**src/rtl/cfgcmd_pkg.sv**
```systemverilog
// Package: shared constants and helpers for the configuration command engine.
// Assumes a 32-bit register word and a fixed six-entry main-board clock bank.
package cfgcmd_pkg;

    localparam int WORD_W    = 32;
    localparam int MAIN_OSC  = 6;

    // Register addresses
    localparam logic [1:0] A_DATA = 2'd0;
    localparam logic [1:0] A_CTRL = 2'd1;
    localparam logic [1:0] A_STAT = 2'd2;

    // Function codes
    localparam logic [5:0] FN_OSC    = 6'd1;
    localparam logic [5:0] FN_VOLT   = 6'd2;
    localparam logic [5:0] FN_VIDSEL = 6'd7;
    localparam logic [5:0] FN_HALT   = 6'd8;
    localparam logic [5:0] FN_RESTART= 6'd9;
    localparam logic [5:0] FN_DISPMD = 6'd11;

    localparam logic [31:0] MAIN_VOLT_UV = 32'd3300000;

    // Bits that are stored from a control write (31, 19, 18 dropped)
    localparam logic [31:0] CTRL_KEEP = ~((32'h3 << 18) | (32'h1 << 31));

    typedef struct packed {
        logic        start;
        logic        write;
        logic [3:0]  ctl_num;
        logic [5:0]  func;
        logic [1:0]  rsvd;
        logic [1:0]  site;
        logic [3:0]  pos;
        logic [11:0] dev;
    } cmd_word_t;

    // Reset frequency of main-board clock entry i
    function automatic logic [31:0] main_osc_reset(input int i);
        if (i == 0)      return 32'd50000000;
        else if (i == 1) return 32'd23750000;
        else             return 32'd24000000;
    endfunction

endpackage

```
**src/rtl/cfgcmd_decode.sv**
```systemverilog
// Module: combinational command decoder. Classifies a control word as
// supported or not and says which action it requests.
// Assumes device indices beyond the table sizes are errors.
module cfgcmd_decode
    import cfgcmd_pkg::*;
#(
    parameter int                   DB_CLKS   = 2,
    parameter int                   DB_VSENS  = 2,
    parameter logic [DB_VSENS*32-1:0] DB_VOLT = '0,
    localparam int                  N_OSC     = MAIN_OSC + DB_CLKS,
    localparam int                  IDX_W     = $clog2(N_OSC)
) (
    input  logic [31:0]      cmd_i,
    output logic             ok_o,
    output logic             tbl_sel_o,
    output logic             tbl_we_o,
    output logic [IDX_W-1:0] tbl_idx_o,
    output logic [31:0]      const_o,
    output logic             halt_o,
    output logic             restart_o
);

    cmd_word_t c;
    logic base_ok, on_main, on_db, dev0;

    assign c       = cmd_word_t'(cmd_i);
    assign base_ok = (c.ctl_num == 4'd0) && (c.pos == 4'd0) && (c.site[1] == 1'b0);
    assign on_main = (c.site == 2'd0);
    assign on_db   = (c.site == 2'd1);
    assign dev0    = (c.dev == 12'd0);

    // Classify the command and select its target.
    always_comb begin
        ok_o      = 1'b0;
        tbl_sel_o = 1'b0;
        tbl_we_o  = 1'b0;
        tbl_idx_o = '0;
        const_o   = '0;
        halt_o    = 1'b0;
        restart_o = 1'b0;
        if (base_ok) begin
            unique case (c.func)
                FN_OSC: begin
                    for (int i = 0; i < MAIN_OSC; i++) begin
                        if (on_main && c.dev == 12'(i)) begin
                            ok_o      = 1'b1;
                            tbl_idx_o = IDX_W'(i);
                        end
                    end
                    for (int i = 0; i < DB_CLKS; i++) begin
                        if (on_db && c.dev == 12'(i)) begin
                            ok_o      = 1'b1;
                            tbl_idx_o = IDX_W'(MAIN_OSC + i);
                        end
                    end
                    tbl_sel_o = ok_o;
                    tbl_we_o  = ok_o && c.write;
                end
                FN_VOLT: begin
                    if (!c.write) begin
                        if (on_main && dev0) begin
                            ok_o    = 1'b1;
                            const_o = MAIN_VOLT_UV;
                        end
                        for (int i = 0; i < DB_VSENS; i++) begin
                            if (on_db && c.dev == 12'(i)) begin
                                ok_o    = 1'b1;
                                const_o = DB_VOLT[i*32 +: 32];
                            end
                        end
                    end
                end
                FN_VIDSEL, FN_DISPMD: ok_o = c.write && on_main && dev0;
                FN_HALT: begin
                    ok_o   = c.write && on_main && dev0;
                    halt_o = ok_o;
                end
                FN_RESTART: begin
                    ok_o      = c.write && on_main && dev0;
                    restart_o = ok_o;
                end
                default: ok_o = 1'b0;
            endcase
        end
    end

endmodule

```
**src/rtl/cfgcmd_osc_table.sv**
```systemverilog
// Module: oscillator frequency table, main-board entries first, then
// daughter-board entries. One write port and one combinational read port.
// Assumes the write index is always in range (the decoder guarantees it).
module cfgcmd_osc_table
    import cfgcmd_pkg::*;
#(
    parameter int                     DB_CLKS  = 2,
    parameter logic [DB_CLKS*32-1:0]  DB_INIT  = '0,
    localparam int                    N_OSC    = MAIN_OSC + DB_CLKS,
    localparam int                    IDX_W    = $clog2(N_OSC)
) (
    input  logic             clk,
    input  logic             rst_n,
    input  logic             we_i,
    input  logic [IDX_W-1:0] idx_i,
    input  logic [31:0]      wdata_i,
    output logic [31:0]      rdata_o
);

    logic [31:0] ent [N_OSC];

    for (genvar g = 0; g < N_OSC; g++) begin : g_ent
        localparam logic [31:0] RST_V = (g < MAIN_OSC) ? main_osc_reset(g)
                                                       : DB_INIT[(g-MAIN_OSC)*32 +: 32];
        // Hold one entry: reset value, or written value when addressed.
        always_ff @(posedge clk) begin
            if (!rst_n)
                ent[g] <= RST_V;
            else if (we_i && idx_i == IDX_W'(g))
                ent[g] <= wdata_i;
        end
    end

    // Read the addressed entry.
    always_comb begin
        rdata_o = '0;
        for (int i = 0; i < N_OSC; i++)
            if (idx_i == IDX_W'(i)) rdata_o = ent[i];
    end

endmodule

```
**src/rtl/cfgcmd_ctrl.sv**
```systemverilog
// Module: top of the configuration command engine. Holds the data, control
// and status registers, launches a command on a control write with the
// start bit, and emits one-cycle shutdown and reboot requests.
// Assumes the register master issues at most one write per cycle.
module cfgcmd_ctrl
    import cfgcmd_pkg::*;
#(
    parameter int                      DB_CLKS   = 2,
    parameter int                      DB_VSENS  = 2,
    parameter logic [DB_CLKS*32-1:0]   DB_CLK_INIT  = {32'd45000000, 32'd60000000},
    parameter logic [DB_VSENS*32-1:0]  DB_VOLT_INIT = {32'd1100000, 32'd900000},
    localparam int                     N_OSC = MAIN_OSC + DB_CLKS,
    localparam int                     IDX_W = $clog2(N_OSC)
) (
    input  logic        clk,
    input  logic        rst_n,
    input  logic        reg_wr,
    input  logic [1:0]  reg_addr,
    input  logic [31:0] reg_wdata,
    output logic [31:0] reg_rdata,
    output logic        shutdown_req,
    output logic        reboot_req
);

    logic [31:0]      data_q, ctrl_q, tbl_rd;
    logic [1:0]       status_q;
    logic             dec_ok, dec_sel, dec_we, dec_halt, dec_restart;
    logic [IDX_W-1:0] dec_idx;
    logic [31:0]      dec_const;
    logic             launch;

    assign launch = reg_wr && (reg_addr == A_CTRL) && reg_wdata[31];

    cfgcmd_decode #(
        .DB_CLKS (DB_CLKS),
        .DB_VSENS(DB_VSENS),
        .DB_VOLT (DB_VOLT_INIT)
    ) dec_i (
        .cmd_i    (reg_wdata),
        .ok_o     (dec_ok),
        .tbl_sel_o(dec_sel),
        .tbl_we_o (dec_we),
        .tbl_idx_o(dec_idx),
        .const_o  (dec_const),
        .halt_o   (dec_halt),
        .restart_o(dec_restart)
    );

    cfgcmd_osc_table #(
        .DB_CLKS(DB_CLKS),
        .DB_INIT(DB_CLK_INIT)
    ) tbl_i (
        .clk    (clk),
        .rst_n  (rst_n),
        .we_i   (launch && dec_we),
        .idx_i  (dec_idx),
        .wdata_i(data_q),
        .rdata_o(tbl_rd)
    );

    // Register writes and command completion.
    always_ff @(posedge clk) begin
        if (!rst_n) begin
            data_q   <= '0;
            ctrl_q   <= '0;
            status_q <= '0;
        end else if (reg_wr) begin
            unique case (reg_addr)
                A_DATA: data_q <= reg_wdata;
                A_CTRL: begin
                    ctrl_q <= reg_wdata & CTRL_KEEP;
                    if (reg_wdata[31]) begin
                        status_q <= {~dec_ok, 1'b1};
                        if (dec_ok && !reg_wdata[30])
                            data_q <= dec_sel ? tbl_rd : dec_const;
                    end
                end
                A_STAT: status_q <= reg_wdata[1:0];
                default: ;
            endcase
        end
    end

    // One-cycle request pulses.
    always_ff @(posedge clk) begin
        if (!rst_n) begin
            shutdown_req <= 1'b0;
            reboot_req   <= 1'b0;
        end else begin
            shutdown_req <= launch && dec_halt;
            reboot_req   <= launch && dec_restart;
        end
    end

    // Read mux.
    always_comb begin
        unique case (reg_addr)
            A_DATA:  reg_rdata = data_q;
            A_CTRL:  reg_rdata = ctrl_q;
            A_STAT:  reg_rdata = {30'd0, status_q};
            default: reg_rdata = '0;
        endcase
    end

endmodule

```
**config.mk**
```make
export PLATFORM = sky130hd
export DESIGN_NAME = cfgcmd_ctrl
export DESIGN_NICKNAME = d
export VERILOG_FILES = /design/src/rtl/cfgcmd_pkg.sv /design/src/rtl/cfgcmd_decode.sv /design/src/rtl/cfgcmd_osc_table.sv /design/src/rtl/cfgcmd_ctrl.sv
export SDC_FILE = /design/constraint.sdc
export NUM_CORES = 1
export LEC_CHECK = 0
export CAP_MARGIN = 20
export CORE_MARGIN = 1.5
export CORE_UTILIZATION = 40
export CTS_CLUSTER_DIAMETER = 200
export CTS_CLUSTER_SIZE = 28
export DETAILED_ROUTE_END_ITERATION = 10
export DONT_BUFFER_PORTS = 1
export HOLD_SLACK_MARGIN = 0.15
export PLACE_DENSITY_LB_ADDON = 0.12
export SYNTH_ARGS = -nofsm -noshare
export SYNTH_HDL_FRONTEND = slang
export SYNTH_SLANG_ARGS = --single-unit
```
**constraint.sdc**
```tcl
create_clock -name clk -period 12.2 [get_ports clk]
set_input_delay 2.44 -clock clk [delete_from_list [all_inputs] [get_ports clk]]
set_output_delay 2.44 -clock clk [all_outputs]
set_load 0.02 [all_outputs]
```
Word-level counts from Yosys, hierarchy flattened. Memory sizes are Yosys's and may differ from the RTL's. Cells that the tools add are included.

Equal/unequal tests: 23. Order comparisons: 0. Multipliers: 0. Add/subtract/negate cells: 0. Shift-type cells: 0. Reductions and logical operators: 40. Muxes and demuxes: 86. Bitwise gates (word level): 10. Divide/modulo/power cells: 0.

Operators with widths (count): two-way mux 32 bit (22); case mux 32 bit (3 select lines) (1); two-way mux 22 bit (3); case mux 32 bit (2 select lines) (1); two-way mux 1 bit (48); logical AND 1 bit (27); == test 12 x 2 -> 1 bit, second input constant (2); == test 12 x 3 -> 1 bit, second input constant (2); == test 6 x 4 -> 1 bit, second input constant (3); two-way mux 3 bit (6); == test 12 x 1 -> 1 bit, second input constant (1); == test 3 bit, second input constant (4); zero test 12 bit (1); zero test 4 bit (2); OR 1 bit (8); == test 3 x 2 -> 1 bit, second input constant (2); == test 6 x 1 -> 1 bit, second input constant (1); == test 6 x 2 -> 1 bit, second input constant (1); == test 6 x 3 -> 1 bit, second input constant (1); two-way mux 2 bit (3); == test 2 x 1 -> 1 bit, second input constant (2); zero test 2 bit (2); case mux 2 bit (2 select lines) (1); AND reduction 4 bit (1); 12 further kinds (14).

RAM bits: 256. Bits in read-only memories: 0. Memories kept: 1. Bits in latches: 0. Bits of input ports: 37. Register bits after elaboration: 65. Logic and storage cells: 165. Output and inout bits: 34.

Memories: tbl_i.ent (words 8, width 32, rd ports 8, clocked after memory_dff 0, wr ports 8, line cfgcmd_osc_table.sv:20) `logic [31:0] ent [N_OSC];`.

Logic depth before layout (Yosys ltp). Gate-level depths: netlist of run 1.

Depth after elaboration: 24. Gate-level depth with buffers: 12. Mapped depth without buffers: 7.

Cells and area by module. From an unflattened synthesis of run 1, not the netlist that was laid out.

Cells, all modules: 1419. Area, all modules: 16816.1 um^2.

Modules (own cells, without submodules): cfgcmd_osc_table (instances 1, cells each 903, area each 12539.5 um^2, sequential area each 7687.4 um^2); cfgcmd_ctrl (instances 1, cells each 441, area each 3677.3 um^2, sequential area each 1301.2 um^2); cfgcmd_decode (instances 1, cells each 75, area each 599.3 um^2, sequential area each 0.0 um^2).

Worst setup path before layout of run 1. No wires, ideal clock.

Kind: input port to flip-flop. From: in reg_wdata[17]. To: mem tbl_i.ent[7][4], in the netlist tbl_i.ent[1][100], enable pin. Data required time: 11.734 ns. Path buffers: 3. Library setup time: 0.466 ns. Cell stages on the path: 8. Path slack: 4.915 ns. Arrival: 6.819 ns. Cells stage by stage: buf_6 > or4_4 > or4_1 > buf_6 > nor4_4 > nand2_2 > clkbuf_1 > o21ai_0.

RTL lines: start, declared (line cfgcmd_ctrl.sv:19) `input logic [31:0] reg_wdata,`; end, declared (line cfgcmd_osc_table.sv:20).

==> results.md, run 1 <==
* Outcome: complete, no violations
* Reg2Reg Setup Slack at 10.38 ns
* Multiplexer share of the synthesized area at 2.663%
* Post-synthesis net count at 1,405
* Worst rel slew slack at 33.05%
* Largest cells by area after synthesis: edfxtp_1 50%, dfxtp_1 8.5%, and2_1 7.5%
* Rows at 71
* Yosys warning total at 0
* Drt wl/cell at 26.55 um
* Async SR Flop Fraction at 0%
* FF+latch count, synth at 321
* CP Buf/Inv Count at 3
* Nets@finish at 1,353
* Gpl congestion at 0.8571
* Global-route wire length before repair at 71,530 um
* Crit-path slowest cell: or4b_2
* DR pass1 iterations at 5
* Postcts setup bufs at 0
* RSZ-0062 raised after global routing: no
* Crit path required time at 12.47 ns
* Largest family of logic cells by synthesized area: simple AND/OR/NAND/NOR gates
* Hold Crit Depth at 2
* Gate power share at 4.6%
* Residual DRC at 0
* Vias in the first global route at 10,510
* Largest net degree at the start of global routing at 81
* Synth Area in Compound Gates at 13.56%
* Cells after Synth at 1,368
* CP top delay family: simple AND/OR/NAND/NOR gates
* Synth Flop Type: edfxtp_1
* DR vias at 10,970
* Seq/Total Area, Yosys at 58.69%
* Post-CTS Resized at 0
* RR Endpoint: data_q[29]$_SDFFE_PN0P_
* Critical path class: primary input to register
* Post-synthesis xor/xnor area fraction at 0.1144%
* Die height at 198.7 um
* CTS Buf Count at 15
* Port bufs at 0
* N_diodes at 0
* P_sw at 438.9 uW
* Reg clk slew, reported paths at 0.12 ns
* Fillcell total at 3,579
* Hpwl dp at 33,080 um
* Clk_lat worst skew at 0.51 ns
* Setup TNS Final at 0 ns
* Post-Route WL at 48,730 um
* Simple-gate share of the synthesized area at 21.72%
* Top-count cell post-synth: edfxtp_1
* Max VDD drop at 0.08255 mV
* Die area at 0.03947 mm^2
* Clk buf depth at 3
* Final period utilization at 50.02%
* DRT antenna net count at 0
* Pwr/cell area at 117.6 mW/mm^2
* CTS Root Cell: clkbuf_16
* Reg2reg start: tbl_i.ent[1][93]$_SDFFCE_PN0P_
* Multi-input logic area at 0.005963 mm^2
* Crit start category: primary input
* CTS Hold Bufs at 0
* Ratio of cells with drive above 1 in the final layout at 7.553%
* Post-synth EDFFs at 256
* Final setup viols at 0
* Hold Path Class: register to register
* Layout Area Growth over Synthesis at 7.239%
* Sink Count at 321
* Initial antenna violation count at 0
* CTS tree: yes
* Hold Startpoint: ctrl_q[22]$_SDFFE_PN0P_
* FF+latch area at 0.008989 mm^2
* Clk pwr share at 30.6%
* Max FO, Critical Path at 55
* Most used cell, CP: buf_4
* Worst hold path endpoint: ctrl_q[22]$_SDFFE_PN0P_
* Final hold vios at 0
* CP Capture Type: register
* Max-cap violations at 0
* Fin crit period at 6.102 ns
* Worst EP arrival at 6.37 ns
* Mapped cell area at 0.01531 mm^2
* Slew @ Worst Pin at 0.9966 ns
* CP Cell Sequence: or4b_2 -> or4_2 -> buf_4 -> nor2_4 -> nand3_2 -> buf_4 -> nor3_2 -> buf_4 -> nand2b_1
* Final non-filler cell total at 1,835
* Synth Area in Adders at 0.06536%
* Synth top area share at 50.20%
* Pint at 1492 uW
* Top cells by instance count after synthesis: 256 x edfxtp_1, 183 x and2_1, 127 x nand2_1
* Die W at 198.7 um
* Final Skew at 0.02310 ns
* Switching share of power at 22.73%
* Sequential Power Share at 64.8%
* Core area at 0.03767 mm^2
* Total GRT Usage at 24.56%
* Starting density of the core at 40.66%
* Htree depth at 1
* DR vias/cell at 5.976
* Grt ovf at 0
* Post-Place Cells at 1,805
* Number of distinct library cells after synthesis at 77
* Synth area leader: edfxtp_1
* Worst R2R Path Depth at 4
* I/O pin total at 71
* CP peak stage delay at 0.70 ns
* FMAX at 163.9 MHz
* Max-slew violation count at 0
* Iter 0 DRT Violations at 1,010
* Syn Area/Cell at 11.19 um^2
* Leak at 0.005263 uW
## cell families (layout without fill, tap and decap cells)
group	after synthesis	count (layout)
mux	40	40
compound gates	292	292
xor+xnor	2	2
flops	321	321
fa+ha+maj	1	1
buf+inv	117	73
simple gates	595	595
## state kept, by name (all words and copies together) (netlist names)
register,count
data_q,32
reboot_req,1
status_q,2
ctrl_q,29
tbl_i.ent,256
shutdown_req,1
## worst max path at each step
stage          slack [ns]                               to          start  cells past startpoint
2_1_floorplan        4.92  tbl_i.ent[1][100]$_SDFFCE_PN0P_  reg_wdata[17]                      8
3_5_place_dp         5.41  tbl_i.ent[1][122]$_SDFFCE_PN0P_  reg_wdata[21]                      6
3_3_place_gp         5.44  tbl_i.ent[1][122]$_SDFFCE_PN0P_  reg_wdata[21]                      6
4_1_cts              5.95  tbl_i.ent[1][125]$_SDFFCE_PN0P_  reg_wdata[21]                      6
6_report             6.10   tbl_i.ent[1][74]$_SDFFCE_PN1P_  reg_wdata[21]                      9
5_1_grt              5.84   tbl_i.ent[1][74]$_SDFFCE_PN1P_  reg_wdata[21]                      9
## worst min-delay path, cell delays in order (launching register included)
cell	delay [ns]
dfxtp_1	0.33
nand2_1	0.05
a21boi_0	0.06
## area by class of cell
| type | instances | area share, % |
|---|---|---|
| clock buffer | 24 | 2.491 |
| clock inverter | 1 | 0.09904 |
| inverter | 9 | 0.2057 |
| multi-input combinational | 930 | 36.31 |
| sequential | 321 | 54.73 |
| tap | 511 | 3.893 |
| timing repair buffer | 39 | 2.270 |
## power by group through the flow
stage | clock (uW) | sequential [uW] | combinational, uW
floorplan | 0 | 1260 | 65.2
global placement | 0 | 1280 | 84.1
detailed placement | 0 | 1280 | 85.8
CTS | 603 | 1250 | 86.1
global route | 639 | 1260 | 95.0
finish | 592 | 1250 | 88.6
## stage by stage
step	power (uW)	cell area [um^2]	worst slack [ns]	util, %	hold slack, ns
CTS	1940	16330	5.949	43.37	0.4725
detailed placement	1362	15910	5.406	42.24	0.4557
finish	1931	16420	6.098	43.60	0.4707
floorplan	1330	15310	4.915	-	0.4431
global route	1989	16420	5.836	43.60	0.4947
global placement	1360	15860	5.445	42.10	0.4482
## cells in the final DEF (no fill, tap or decap), drive strengths merged, types with 30 or more instances in the layout
master / count
or3: 79
o21ai: 61
a21boi: 31
dfxtp: 65
and2: 185
nand2: 128
mux2i: 34
edfxtp: 256
nor3: 30
buf: 39
nor2: 65
## metal layers
layer | GRT usage (%) | routed length, um
met5 | 0 | 0
met4 | 8.389 | 1745
met3 | 1.984 | 2160
met2 | 41.30 | 23970
met1 | 33.42 | 20850
Power figures use the tool's default switching activity.
==> inputs of run 2 (changes only) <==
==> constraint.sdc (replaced) <==
create_clock -name clk -period 6.15 [get_ports clk]
set_input_delay 1.23 -clock clk [delete_from_list [all_inputs] [get_ports clk]]
set_output_delay 1.23 -clock clk [all_outputs]
set_load 0.02 [all_outputs]
==> results.md, run 2 (synthesized netlist as in run 1, its figures left out) <==
* DR pass1 iterations at 5
* Crit start category: primary input
* CTS tree: yes
* Hpwl dp at 35,060 um
* Layout Area Growth over Synthesis at 7.582%
* Worst EP arrival at 4.95 ns
* Final Skew at 0.02357 ns
* Die height at 198.7 um
* Gate power share at 4.6%
* Max-slew violation count at 0
* Drt wl/cell at 27.52 um
* Pwr/cell area at 233.0 mW/mm^2
* Gpl congestion at 0.8421
* Max-cap violations at 0
* Final WS setup at 1.618 ns
* Clk pwr share at 30.9%
* Postcts setup bufs at 0
* Hold Slack at 0.4688 ns
* Global-route wire length before repair at 74,060 um
* Critical path class: primary input to register
* Largest Register: tbl_i.ent
* Gr busiest metal: met2
* Die W at 198.7 um
* Worst rel slew slack at 24.32%
* Initial antenna violation count at 1
* Crit path required time at 6.56 ns
* DR vias at 11,070
* Pint at 2959 uW
* Final non-filler cell total at 1,851
* P_sw at 879.0 uW
* Reg clk slew, reported paths at 0.13 ns
* Commonest non-fill, non-tap cells in the layout: 256 x edfxtp_1, 183 x and2_1, 127 x nand2_1
* FMAX at 220.7 MHz
* Htree depth at 1
* Ratio of cells with drive above 1 in the final layout at 8.657%
* Starting density of the core at 40.66%
* Nets@finish at 1,369
* Rows at 71
* Post-Route WL at 50,950 um
* Total GRT Usage at 25.97%
* RSZ-0062 raised after global routing: no
* Core area at 0.03767 mm^2
* CTS Hold Bufs at 0
* GRT met3 Usage at 3.188%
* Met1 GRT Util at 35.12%
* Post-CTS Resized at 0
* Setup TNS Final at 0 ns
* Sink Count at 321
* DRT antenna net count at 0
* Clk_lat worst skew at 0.53 ns
* Leak at 0.005320 uW
* Biggest regs: tbl_i.ent x256, data_q x32, ctrl_q x29
* Post-Place Cells at 1,826
* CP Capture Type: register
* Port bufs at 0
* Slew @ Worst Pin at 1.120 ns
* I/O pin total at 71
* Max FO, Critical Path at 34
* CTS Buf Count at 15
* Switching share of power at 22.90%
* N_diodes at 0
* Iter 0 DRT Violations at 1,059
* DR vias/cell at 5.979
* FF+latch area at 0.008989 mm^2
* Max FFs per register at 256
* Most common cell after layout, fill and taps aside: edfxtp_1
* Fin crit period at 4.532 ns
* Hold Path Class: register to register
* Final hold vios at 0
* Sequential Power Share at 64.6%
* Grt ovf at 0
* Die area at 0.03947 mm^2
* Largest net degree at the start of global routing at 81
* Outcome: complete, no violations
* Pre-CTS worst setup slack at 1.038 ns
* Met2 GRT Util at 42.44%
* Final period utilization at 73.69%
* Final setup viols at 0
* Residual DRC at 0
* Final Core Density at 43.74%
* Vias in the first global route at 10,750
* Max VDD drop at 0.1649 mV
* Clk buf depth at 3
* Fillcell total at 3,593
* CTS Root Cell: clkbuf_16
* Multi-input logic area at 0.005963 mm^2
run 2: cell types whose count changed in the layout (fill, tap and decap cells not counted):
cell	before	now
buf_4	31	54
buf_12	3	1
buf_6	2	0
buf_8	2	0
buf_16	1	0
run 2: worst paths after layout:
path / from / to / slack, ns / depth (start not counted)
setup reg to reg: tbl_i.ent[0][87]$_SDFFCE_PN0P_ / data_q[23]$_SDFFE_PN0P_ / 4.64 / 4
hold reg to reg: ctrl_q[2]$_SDFFE_PN0P_ / ctrl_q[2]$_SDFFE_PN0P_ / 0.47 / 2
hold / removal: ctrl_q[2]$_SDFFE_PN0P_ / ctrl_q[2]$_SDFFE_PN0P_ / 0.47 / 2
setup / recovery: reg_wdata[21] / data_q[7]$_SDFFE_PN0P_ / 1.62 / 8
run 2: layout make-up:
type,count,share of cell area (%)
clock buffers,24,2.483
clock inverters,1,0.09872
inverters,9,0.2050
multi-input cells,930,36.19
flip-flops and latches,321,54.56
well taps,511,3.881
repair buffers,55,2.582
run 2: metrics by stage:
step | total power, uW | instance area, um^2
detailed placement | 2704 | 16050
global placement | 2702 | 16050
CTS | 3864 | 16480
finish | 3838 | 16480
floorplan | 2638 | 15310
global route | 3953 | 16480
run 2: critical path, stage by stage:
cell and delay [ns]:
or4b_2 0.71, or4_2 0.70, buf_4 0.33, or3_1 0.81, a22oi_2 0.30, a22oi_1 0.13, a2111oi_0 0.56, o21ai_1 0.15
run 2: layer usage:
metal  up-vias  wire, um
met3        89      2854
li1       5000         -
met5         -         0
met1      5566     21510
met4         0      2164
met2       413     24420
run 2: power groups by stage:
stage                     clock (uW)  sequential (uW)  combinational, uW
after floorplan                    0             2510                129
after global placement             0             2530                175
after detailed placement           0             2530                176
after CTS                       1210             2480                176
after global routing            1280             2490                189
final                           1180             2480                175
==> inputs of run 3 (changes only) <==
==> constraint.sdc (replaced) <==
create_clock -name clk -period 4.6 [get_ports clk]
set_input_delay 0.92 -clock clk [delete_from_list [all_inputs] [get_ports clk]]
set_output_delay 0.92 -clock clk [all_outputs]
set_load 0.02 [all_outputs]
==> results.md, run 3 (synthesized netlist as in run 1, its figures left out) <==
* Setup TNS Final at 0 ns
* Rows at 71
* Total GRT Usage at 26.38%
* DR vias/cell at 5.879
* Clk pwr share at 30.7%
* Final setup viols at 0
* Residual DRC at 0
* CTS Hold Bufs at 0
* Postcts setup bufs at 0
* Critical path class: primary input to register
* CTS Root Cell: clkbuf_16
* GRT met3 Usage at 2.662%
* Outcome: complete, no violations
* Reg clk slew, reported paths at 0.13 ns
* Post-Route WL at 51,770 um
* Global-route wire length before repair at 75,500 um
* Final Skew at 0.03111 ns
* Met1 GRT Util at 37.37%
* Worst EP arrival at 4.09 ns
* Core area at 0.03767 mm^2
* Gr busiest metal: met2
* Fin crit period at 3.698 ns
* DR vias at 11,060
* Hold Path Class: primary input to register
* Die W at 198.7 um
* Post-Place Cells at 1,855
* Pint at 3962 uW
* Worst rel slew slack at 28.19%
* Drt wl/cell at 27.52 um
* Leak at 0.005495 uW
* Vias in the first global route at 10,930
* Gpl congestion at 0.8639
* Sink Count at 321
* Clk_lat worst skew at 0.54 ns
* Max VDD drop at 0.2530 mV
* Layout Area Growth over Synthesis at 9.673%
* Most common cell after layout, fill and taps aside: edfxtp_1
* Max FFs per register at 256
* Sequential Power Share at 64.5%
* FMAX at 270.4 MHz
* Ratio of cells with drive above 1 in the final layout at 10.66%
* Largest Register: tbl_i.ent
* Slew @ Worst Pin at 1.077 ns
* Met2 GRT Util at 42.24%
* CP Capture Type: register
* DR pass1 iterations at 5
* Hpwl dp at 35,140 um
* Post-CTS Resized at 0
* Final hold vios at 0
* Nets@finish at 1,399
* CTS Buf Count at 15
* Max-slew violation count at 0
* P_sw at 1175 uW
* Crit path required time at 4.99 ns
* Clk buf depth at 3
* Switching share of power at 22.87%
* Max-cap violations at 0
* DRT antenna net count at 0
* Die height at 198.7 um
* Max FO, Critical Path at 17
* Biggest regs: tbl_i.ent x256, data_q x32, ctrl_q x29
* Pwr/cell area at 305.9 mW/mm^2
* Final non-filler cell total at 1,881
* Initial antenna violation count at 2
* N_diodes at 0
* Hold Slack at 0.4516 ns
* Htree depth at 1
* Port bufs at 0
* Iter 0 DRT Violations at 1,017
* Commonest non-fill, non-tap cells in the layout: 256 x edfxtp_1, 183 x and2_1, 127 x nand2_1
* I/O pin total at 71
* CTS tree: yes
* Gate power share at 4.8%
* Final Core Density at 44.59%
* RSZ-0062 raised after global routing: no
* Starting density of the core at 40.66%
* Crit start category: primary input
* Grt ovf at 0
* Final period utilization at 80.38%
* Largest net degree at the start of global routing at 81
* Die area at 0.03947 mm^2
-- run 3: critical path, cell delays in order --
cell and delay [ns]:
or4_1 0.62, or4_1 0.78, nor2_4 0.21, nand3_2 0.37, nor2_1 0.71, buf_4 0.31
and2_1 0.15
-- run 3: final timing paths --
path                                    to  cells after the start  slack (ns)                             from
max reg2reg         data_q[6]$_SDFFE_PN0P_                      4        3.05  tbl_i.ent[0][102]$_SDFFCE_PN0P_
max          tbl_i.ent[0][8]$_SDFFCE_PN0P_                      7        0.90                     reg_wdata[8]
min reg2reg        ctrl_q[11]$_SDFFE_PN0P_                      2        0.47          ctrl_q[11]$_SDFFE_PN0P_
min                shutdown_req$_SDFF_PN0_                      1        0.45                    reg_wdata[20]
-- run 3: per-stage QoR --
step	area, um^2	power (uW)	setup WS [ns]
5_1_grt	16800	5269	0.8492
3_5_place_dp	16360	3626	0.4091
4_1_cts	16780	5155	0.9394
3_3_place_gp	16360	3624	0.4067
6_report	16800	5138	0.9024
2_1_floorplan	15340	3523	-0.06308
-- run 3: layout make-up --
type                    instances  area (um^2)
fillers                      3606        20870
flip-flops and latches        321         8989
multi-input cells             930         5963
repair buffers                 85        745.7
well taps                     511        639.4
clock buffers                  24        409.1
inverters                       9        33.78
clock inverters                 1        16.27
-- run 3: routing by layer --
layer,up-vias,part of all wire [%]
met2,359,47
met4,2,3.5
met3,84,5.3
li1,5070,-
met1,5544,44
met5,-,0.025
-- run 3: power groups by stage --
stage | Combinational (uW) | Clock (uW) | Sequential, uW
after global routing | 264 | 1680 | 3330
after CTS | 245 | 1590 | 3320
after floorplan | 174 | 0 | 3350
final | 245 | 1580 | 3320
after global placement | 243 | 0 | 3380
after detailed placement | 244 | 0 | 3380
